--- src/rtl/dma_intr_status_pkg.sv ---
// Shared constants for the stacked DMA interrupt status register.
// Assumes an 8-bit register with bit 7 as live status and bits 6..0 as events.
package dma_intr_status_pkg;
    localparam int REG_W      = 8;
    localparam int EVT_W      = REG_W - 1;
    localparam int BIT_PAR    = 6;
    localparam int BIT_BFAULT = 5;
    localparam int BIT_ABORT  = 4;
    localparam int BIT_SSTEP  = 3;
    localparam int BIT_SCRIPT = 2;
    localparam int BIT_RSVD   = 1;
    localparam int BIT_BADOP  = 0;
    localparam logic [EVT_W-1:0] EVT_VALID = ~(EVT_W'(1) << BIT_RSVD);
endpackage

--- src/rtl/dma_intr_event_qual.sv ---
// Turns raw engine conditions into one event vector.
// Assumes all inputs are synchronous to clk; the reserved bit is held at zero.
module dma_intr_event_qual
    import dma_intr_status_pkg::*;
(
    input  logic             par_chk_en_i,
    input  logic             is_master_i,
    input  logic             data_par_err_i,
    input  logic             tgt_par_err_i,
    input  logic             bad_addr_i,
    input  logic             tgt_abort_i,
    input  logic             abort_evt_i,
    input  logic             sstep_evt_i,
    input  logic             script_int_evt_i,
    input  logic             bad_op_evt_i,
    output logic [EVT_W-1:0] evt_o
);
    // Gate bus-master sources and place every source at its bit.
    always_comb begin
        evt_o             = '0;
        evt_o[BIT_PAR]    = par_chk_en_i & is_master_i & (data_par_err_i | tgt_par_err_i);
        evt_o[BIT_BFAULT] = is_master_i & (bad_addr_i | tgt_abort_i);
        evt_o[BIT_ABORT]  = abort_evt_i;
        evt_o[BIT_SSTEP]  = sstep_evt_i;
        evt_o[BIT_SCRIPT] = script_int_evt_i;
        evt_o[BIT_BADOP]  = bad_op_evt_i;
    end
endmodule

--- src/rtl/dma_intr_stack.sv ---
// Two-stage event store: a visible stage that software reads and a hidden
// pending stage. A read clears the visible stage; the next cycle promotes the
// pending stage. Assumes rd_en is a one-cycle strobe per register read.
module dma_intr_stack
    import dma_intr_status_pkg::*;
(
    input  logic             clk,
    input  logic             rst_n,
    input  logic             rd_en,
    input  logic [EVT_W-1:0] evt_i,
    output logic [EVT_W-1:0] vis_o
);
    logic promote_q;

    // Remember that the previous cycle was a read, so pending bits move up now.
    always_ff @(posedge clk) begin
        if (!rst_n) promote_q <= 1'b0;
        else        promote_q <= rd_en;
    end

    for (genvar i = 0; i < EVT_W; i++) begin : g_bit
        if (EVT_VALID[i]) begin : g_cell
            logic vis_q, pend_q, base;
            assign base = vis_q | (promote_q & pend_q);
            // Per-bit update: a read clears the visible stage and feeds the
            // pending stage; otherwise a repeat event stacks into pending.
            always_ff @(posedge clk) begin
                if (!rst_n) begin
                    vis_q  <= 1'b0;
                    pend_q <= 1'b0;
                end else if (rd_en) begin
                    vis_q  <= 1'b0;
                    pend_q <= pend_q | evt_i[i];
                end else begin
                    vis_q  <= base | evt_i[i];
                    pend_q <= (pend_q & ~promote_q) | (evt_i[i] & base);
                end
            end
            assign vis_o[i] = vis_q;
        end else begin : g_rsvd
            assign vis_o[i] = 1'b0;
        end
    end
endmodule

--- src/rtl/dma_intr_irq_sum.sv ---
// Holds the per-source mask and forms the registered interrupt summary.
// Assumes the mask write port is driven by the register decode elsewhere.
module dma_intr_irq_sum
    import dma_intr_status_pkg::*;
(
    input  logic             clk,
    input  logic             rst_n,
    input  logic             mask_we,
    input  logic [REG_W-1:0] mask_wdata,
    input  logic [EVT_W-1:0] vis_i,
    output logic [REG_W-1:0] mask_q,
    output logic             irq_o
);
    logic [EVT_W-1:0] mask_r;

    // Mask storage; only interrupting, non-reserved bits are kept.
    always_ff @(posedge clk) begin
        if (!rst_n)       mask_r <= '0;
        else if (mask_we) mask_r <= mask_wdata[EVT_W-1:0] & EVT_VALID;
    end

    // Summary flag, one cycle behind the visible bits.
    always_ff @(posedge clk) begin
        if (!rst_n) irq_o <= 1'b0;
        else        irq_o <= |(vis_i & mask_r);
    end

    assign mask_q = {1'b0, mask_r};
endmodule

--- src/rtl/dma_intr_status.sv ---
// Top of the stacked DMA interrupt status register: qualifies events, stacks
// them in two stages and drives the read data, mask and summary interrupt.
// Assumes synchronous single-cycle read strobes.
module dma_intr_status
    import dma_intr_status_pkg::*;
(
    input  logic             clk,
    input  logic             rst_n,
    input  logic             rd_en,
    output logic [REG_W-1:0] rd_data,
    input  logic             fifo_empty_i,
    input  logic             par_chk_en_i,
    input  logic             is_master_i,
    input  logic             data_par_err_i,
    input  logic             tgt_par_err_i,
    input  logic             bad_addr_i,
    input  logic             tgt_abort_i,
    input  logic             abort_evt_i,
    input  logic             sstep_evt_i,
    input  logic             script_int_evt_i,
    input  logic             bad_op_evt_i,
    input  logic             mask_we,
    input  logic [REG_W-1:0] mask_wdata,
    output logic [REG_W-1:0] mask_q,
    output logic             irq_o
);
    logic [EVT_W-1:0] evt;
    logic [EVT_W-1:0] vis;

    dma_intr_event_qual u_qual (
        .par_chk_en_i     (par_chk_en_i),
        .is_master_i      (is_master_i),
        .data_par_err_i   (data_par_err_i),
        .tgt_par_err_i    (tgt_par_err_i),
        .bad_addr_i       (bad_addr_i),
        .tgt_abort_i      (tgt_abort_i),
        .abort_evt_i      (abort_evt_i),
        .sstep_evt_i      (sstep_evt_i),
        .script_int_evt_i (script_int_evt_i),
        .bad_op_evt_i     (bad_op_evt_i),
        .evt_o            (evt)
    );

    dma_intr_stack u_stack (
        .clk   (clk),
        .rst_n (rst_n),
        .rd_en (rd_en),
        .evt_i (evt),
        .vis_o (vis)
    );

    dma_intr_irq_sum u_sum (
        .clk        (clk),
        .rst_n      (rst_n),
        .mask_we    (mask_we),
        .mask_wdata (mask_wdata),
        .vis_i      (vis),
        .mask_q     (mask_q),
        .irq_o      (irq_o)
    );

    // Read data: live FIFO-empty on top of the visible event bits.
    assign rd_data = {fifo_empty_i, vis};
endmodule

--- config.mk ---
export PLATFORM = sky130hd
export DESIGN_NAME = dma_intr_status
export DESIGN_NICKNAME = d
export VERILOG_FILES = /design/src/rtl/dma_intr_status_pkg.sv /design/src/rtl/dma_intr_event_qual.sv /design/src/rtl/dma_intr_stack.sv /design/src/rtl/dma_intr_irq_sum.sv /design/src/rtl/dma_intr_status.sv
export SDC_FILE = /design/constraint.sdc
export NUM_CORES = 1
export LEC_CHECK = 0
export CAP_MARGIN = 15
export CELL_PAD_IN_SITES_DETAIL_PLACEMENT = 1
export CELL_PAD_IN_SITES_GLOBAL_PLACEMENT = 1
export CORE_UTILIZATION = 28
export DETAILED_ROUTE_END_ITERATION = 16
export GPL_ROUTABILITY_DRIVEN = 0
export PLACE_DENSITY_LB_ADDON = 0.1
export SYNTH_ARGS = -nofsm -noshare
export SYNTH_HDL_FRONTEND = slang
export SYNTH_SLANG_ARGS = --single-unit
--- constraint.sdc ---
create_clock -name clk -period 1.2 [get_ports clk]
set_input_delay 0.36 -clock clk [delete_from_list [all_inputs] [get_ports clk]]
set_output_delay 0.36 -clock clk [all_outputs]
set_load 0.01 [all_outputs]
After elaboration in Yosys (flattened, before gate mapping)
Index checks and enable logic that the tools add are counted.

Input bits: 23. Output and inout port bits: 17. Word-level logic and storage cells: 73. Register bits after elaboration: 20.

Reduce and logical (&&, ||, !) cells: 2. Multiplexer cells: 6. Bitwise logic cells: 50.

Operators by type and width (count): 1-bit bitwise OR (26); 1-bit AND (21); 7-bit AND (1); 7-bit OR reduction (1); 1-bit two-way mux (6); 1-bit inverter (2); 2-bit OR reduction (1).

Depth between registers and ports, before layout
Depth after elaboration: 5. Gate-level depth with buffers: 4. Mapped depth without buffers: 3.

By module
A second synthesis with hierarchy kept.

Cells, all modules: 99. Area, all modules: 885.8 µm².

Modules (own cells, without submodules): dma_intr_stack (cells each 62, instances 1, area an instance 534.3 µm², sequential area each 260.2 µm²); dma_intr_irq_sum (cells each 28, instances 1, area an instance 285.3 µm², sequential area each 140.1 µm²); dma_intr_event_qual (cells each 8, instances 1, area an instance 58.8 µm², sequential area each 0.0 µm²); dma_intr_status (cells each 1, instances 1, area an instance 7.5 µm², sequential area each 0.0 µm²).

Least setup slack after synthesis
Ideal clock, no wire load.

Kind: input -> register. Start: in tgt_par_err_i. End: reg u_stack.g_bit[6].g_cell.pend_q. Cell stages on the path: 3. Setup slack: 0.270 ns. Arrival: 0.811 ns. Data required time: 1.081 ns. Path through: o211ai_2 > nor2_1 > o221a_1.

Longest elaborated chain between the ends: 5. Elaborated cells between the ends (all ways): 6. Those cells by class: mux (1); bitwise (5).

Ends and longest elaborated chain: start: declaration (RTL line dma_intr_status.sv:15) `input logic tgt_par_err_i,`; 1-bit bitwise OR (*) (RTL line dma_intr_event_qual.sv:21) `evt_o[BIT_PAR] = par_chk_en_i & is_master_i & (data_par_err_i | tgt_par_err_i);`; 1-bit AND (*) (RTL line dma_intr_event_qual.sv:21); 1-bit AND (RTL line dma_intr_stack.sv:36) `pend_q <= (pend_q & ~promote_q) | (evt_i[i] & base);`; 1-bit bitwise OR (RTL line dma_intr_stack.sv:36); 1-bit two-way mux (*) (RTL line dma_intr_stack.sv:31) `end else if (rd_en) begin`; end signal: assignment (RTL line dma_intr_stack.sv:33) `pend_q <= pend_q | evt_i[i];`; end signal: assignment (RTL line dma_intr_stack.sv:36); end: declaration (RTL line dma_intr_stack.sv:23) `logic vis_q, pend_q, base;`.

Mark *: on every way between the ends. The rest lies on a longest branch, timed or not. A chain may end at the register's enable or synchronous reset.

Worst setup path in the final report
Start: reg u_sum.mask_r[0]. End: out mask_q[0].

RTL lines: start: declaration (RTL line dma_intr_irq_sum.sv:14) `logic [EVT_W-1:0] mask_r;`; start signal: assignment (RTL line dma_intr_irq_sum.sv:19) `else if (mask_we) mask_r <= mask_wdata[EVT_W-1:0] & EVT_VALID;`; end: declaration (RTL line dma_intr_status.sv:24) `output logic [REG_W-1:0] mask_q,`.

No word-level cell between the ends.

==> results.ini <==
[outcome]
outcome=finished, violations left
violations=design-rule violations

[yosys]
synth_top_cell_by_area=dfxtp_1
synthTopCellsByCount=dfxtp_1, nor2_1, buf_4
synth-xor-area-share_pct=0
synth-seq-cells=20
synth_edf_count=0
syn_area_um2=845
synth_cells=91
synth_mux_area_share_pct=7.11
yosysUniqueCellTypes=22
synth_area_leaders=dfxtp_1, buf_4, mux2i_1
synth_warnings=0
synth_top_family_by_area=compound AO/OA/AOI/OAI gates
synth-simple-area-share_pct=10.5
synth_compound_area_share_pct=21.0
synth_top_area_share_pct=47.4
async_flop_share_pct=0
synth.most_common_cell=dfxtp_1
synth_area_per_cell_um2=9.28
ys.flop_type=dfxtp_1
synthAdderAreaFrac_pct=0
yosysSeqAreaShare_pct=47.4

[timing]
setup_viol=0
slew_viol_final=0
rsz0062_at_grt=false
clock.fmax_ghz=0.871
post-route-min-period_ns=1.15
hold_viol_final=0
post-route-period-util_pct=95.6
finalClockSkew_ns=0.00254

[power]
clockPowerShare_pct=36.2
intPower_mw=1.20
vdd.ir_drop.worst_v=0.000541
sw_frac_of_total_pct=23.4
leakage_nw=0.599
power_frac_comb_pct=17.4
total_power_mw=1.57
seqPwrFrac_pct=46.3
p_sw_mw=0.369
cellPowerDensity_mw_per_mm2=1220

[worst_setup_path]
critPathRequiredTime_ns=0.84
crit_arrival_ns=0.79
slowest_delay_ns=0.34
r2r_start=u_sum.mask_r[4]$_SDFFE_PN0P_
path_max_fanout=2
critical_path_buf_inv_count=1
crit_type=reg2out
setup.worst_path.start_class=flop
startpoint=u_sum.mask_r[0]$_SDFFE_PN0P_
cp_top_family=flip-flops
crit_chain=buf_2
slowest_stage=dfxtp_2
cp-end-kind=output pin

[final_layout]
final_nets=161
fillers=335
num_antenna_cells=0
post-route-util_pct=46.0
area_growth_pct=52.7
instances_no_fill=168
drive_gt1_share_pct=40.9

[global_routing]
grt_pass1_vias=823
antenna_found_initial=0
grt_pass1_wl_um=3530
grtUsageTotal_pct=14.7
grt-ovfl-total=0
grt_max_degree=13

[floorplanning]
die-height_um=56.9
core_area_mm2=0.00281
num_rows=19
start_util_pct=30.1
die_area_mm2=0.00324
die_w_um=56.9
ioPinCount=40

[detailed_routing]
firstDrtPassIters=9
vias=785
first_iter_violations=13
detail_route.wl_per_cell_um=13.0
wirelength_um=2180
avgViaCountPerCell=4.67
antenna_left=0
remaining_drc_errors=2

[placement]
port_buffers=32
dp_hpwl_um=1730
placed_cells=163

[cts]
numCtsBuffers=3
clk_latency_ns=0.32
cts_tree=done
cts.sinks=20
ctsHoldBuffers=0
htreeDepth=1
clk_pin_slew_ns=0.12
cts_max_path_buffers=2
cts-root-buf=clkbuf_4

[hold_path]
min_from=u_stack.g_bit[4].g_cell.pend_q$_SDFF_PN0_
hold_path_class=reg2reg

[flow_run]
drv_cap=0

[cell type report]
| type | instances | area, µm² | share of cell area [%] |
|---|---|---|---|
| multi-input combinational | 54 | 338 | 26.2 |
| tap | 31 | 38.8 | 3.01 |
| sequential | 20 | 417 | 32.3 |
| clock inverter | 1 | 30.0 | 2.33 |
| timing repair buffer | 52 | 418 | 32.4 |
| clock buffer | 3 | 22.5 | 1.75 |
| inverter | 7 | 26.3 | 2.04 |
[power by group through the flow]
| stage | combinational [mW] | clock (mW) | sequential [mW] |
|---|---|---|---|
| floorplan | 0.121 | 0 | 0.747 |
| global placement | 0.290 | 0 | 0.740 |
| detailed placement | 0.296 | 0 | 0.741 |
| CTS | 0.278 | 0.591 | 0.729 |
| global route | 0.301 | 0.600 | 0.735 |
| finish | 0.274 | 0.570 | 0.729 |
[worst paths after layout]
| kind | end | slack (ns) | cells after the start |
|---|---|---|---|
| min reg2reg | u_stack.g_bit[4].g_cell.pend_q$_SDFF_PN0_ | 0.47 | 2 |
| max | mask_q[0] | 0.05 | 1 |
| max reg2reg | u_sum.irq_o$_SDFF_PN0_ | 0.21 | 4 |
| min | u_stack.g_bit[4].g_cell.pend_q$_SDFF_PN0_ | 0.47 | 2 |
[cells by family (layout without fill, tap and decap cells)]
| kind of cell | count (synthesis) | count (layout) |
|---|---|---|
| other | 1 | 3 |
| AOI/OAI and AO/OA | 26 | 26 |
| and+or+nand+nor | 19 | 19 |
| buffers and inverters | 19 | 63 |
| DFF | 20 | 20 |
| muxes | 6 | 6 |
[routing by layer]
metal  up-vias  wire [µm]  global-route usage, %  part of all wire [%]
met5         -          0                      0                     0
met4         0         68                   12.2                   3.1
met3         5         91                   2.53                   4.2
met2        18       1090                   24.2                    50
met1       368        930                   16.6                    43
li1        394          -                      -                     -
[cells in the final DEF, fill, tap and decap left out, drive strengths merged]
| master | Yosys | routed |
|---|---|---|
| nand2 | 1 | 1 |
| buf | 12 | 33 |
| mux2i | 6 | 6 |
| o21ai | 6 | 6 |
| nand2b | 1 | 1 |
| o22ai | 1 | 1 |
| o221a | 2 | 2 |
| clkdlybuf4s50 | 0 | 19 |
| a21oi | 8 | 8 |
| a22oi | 3 | 3 |
| a211oi | 4 | 4 |
| a31oi | 1 | 1 |
| inv | 7 | 7 |
| dfxtp | 20 | 20 |
| bufinv | 0 | 1 |
| nor2 | 15 | 15 |
| clkbuf | 0 | 3 |
| conb | 1 | 3 |
| nor3 | 2 | 2 |
| o211ai | 1 | 1 |
[state kept, by name, summed over array words and instances (netlist names)]
register                     cells
u_sum.mask_r                     6
u_stack.g_bit.g_cell.vis_q       6
u_stack.promote_q                1
u_sum.irq_o                      1
u_stack.g_bit.g_cell.pend_q      6
[through the flow]
stage | setup WS [ns] | hold slack, ns | setup TNS [ns] | cell area (µm²)
floorplan | 0.270 | 0.433 | 0 | 852
global route | 0.00754 | 0.499 | 0 | 1290
global placement | -0.285 | 0.445 | -4.25 | 1280
detailed placement | -0.290 | 0.454 | -4.34 | 1280
finish | 0.0525 | 0.471 | 0 | 1290
CTS | 0.0335 | 0.472 | 0 | 1290
[repair_timing]
item	in CTS	in global routing
setup endpoints to repair	13	0
gates resized for setup	65	0
setup buffers	1	0
No activity file was read; power rests on OpenSTA's default activity.
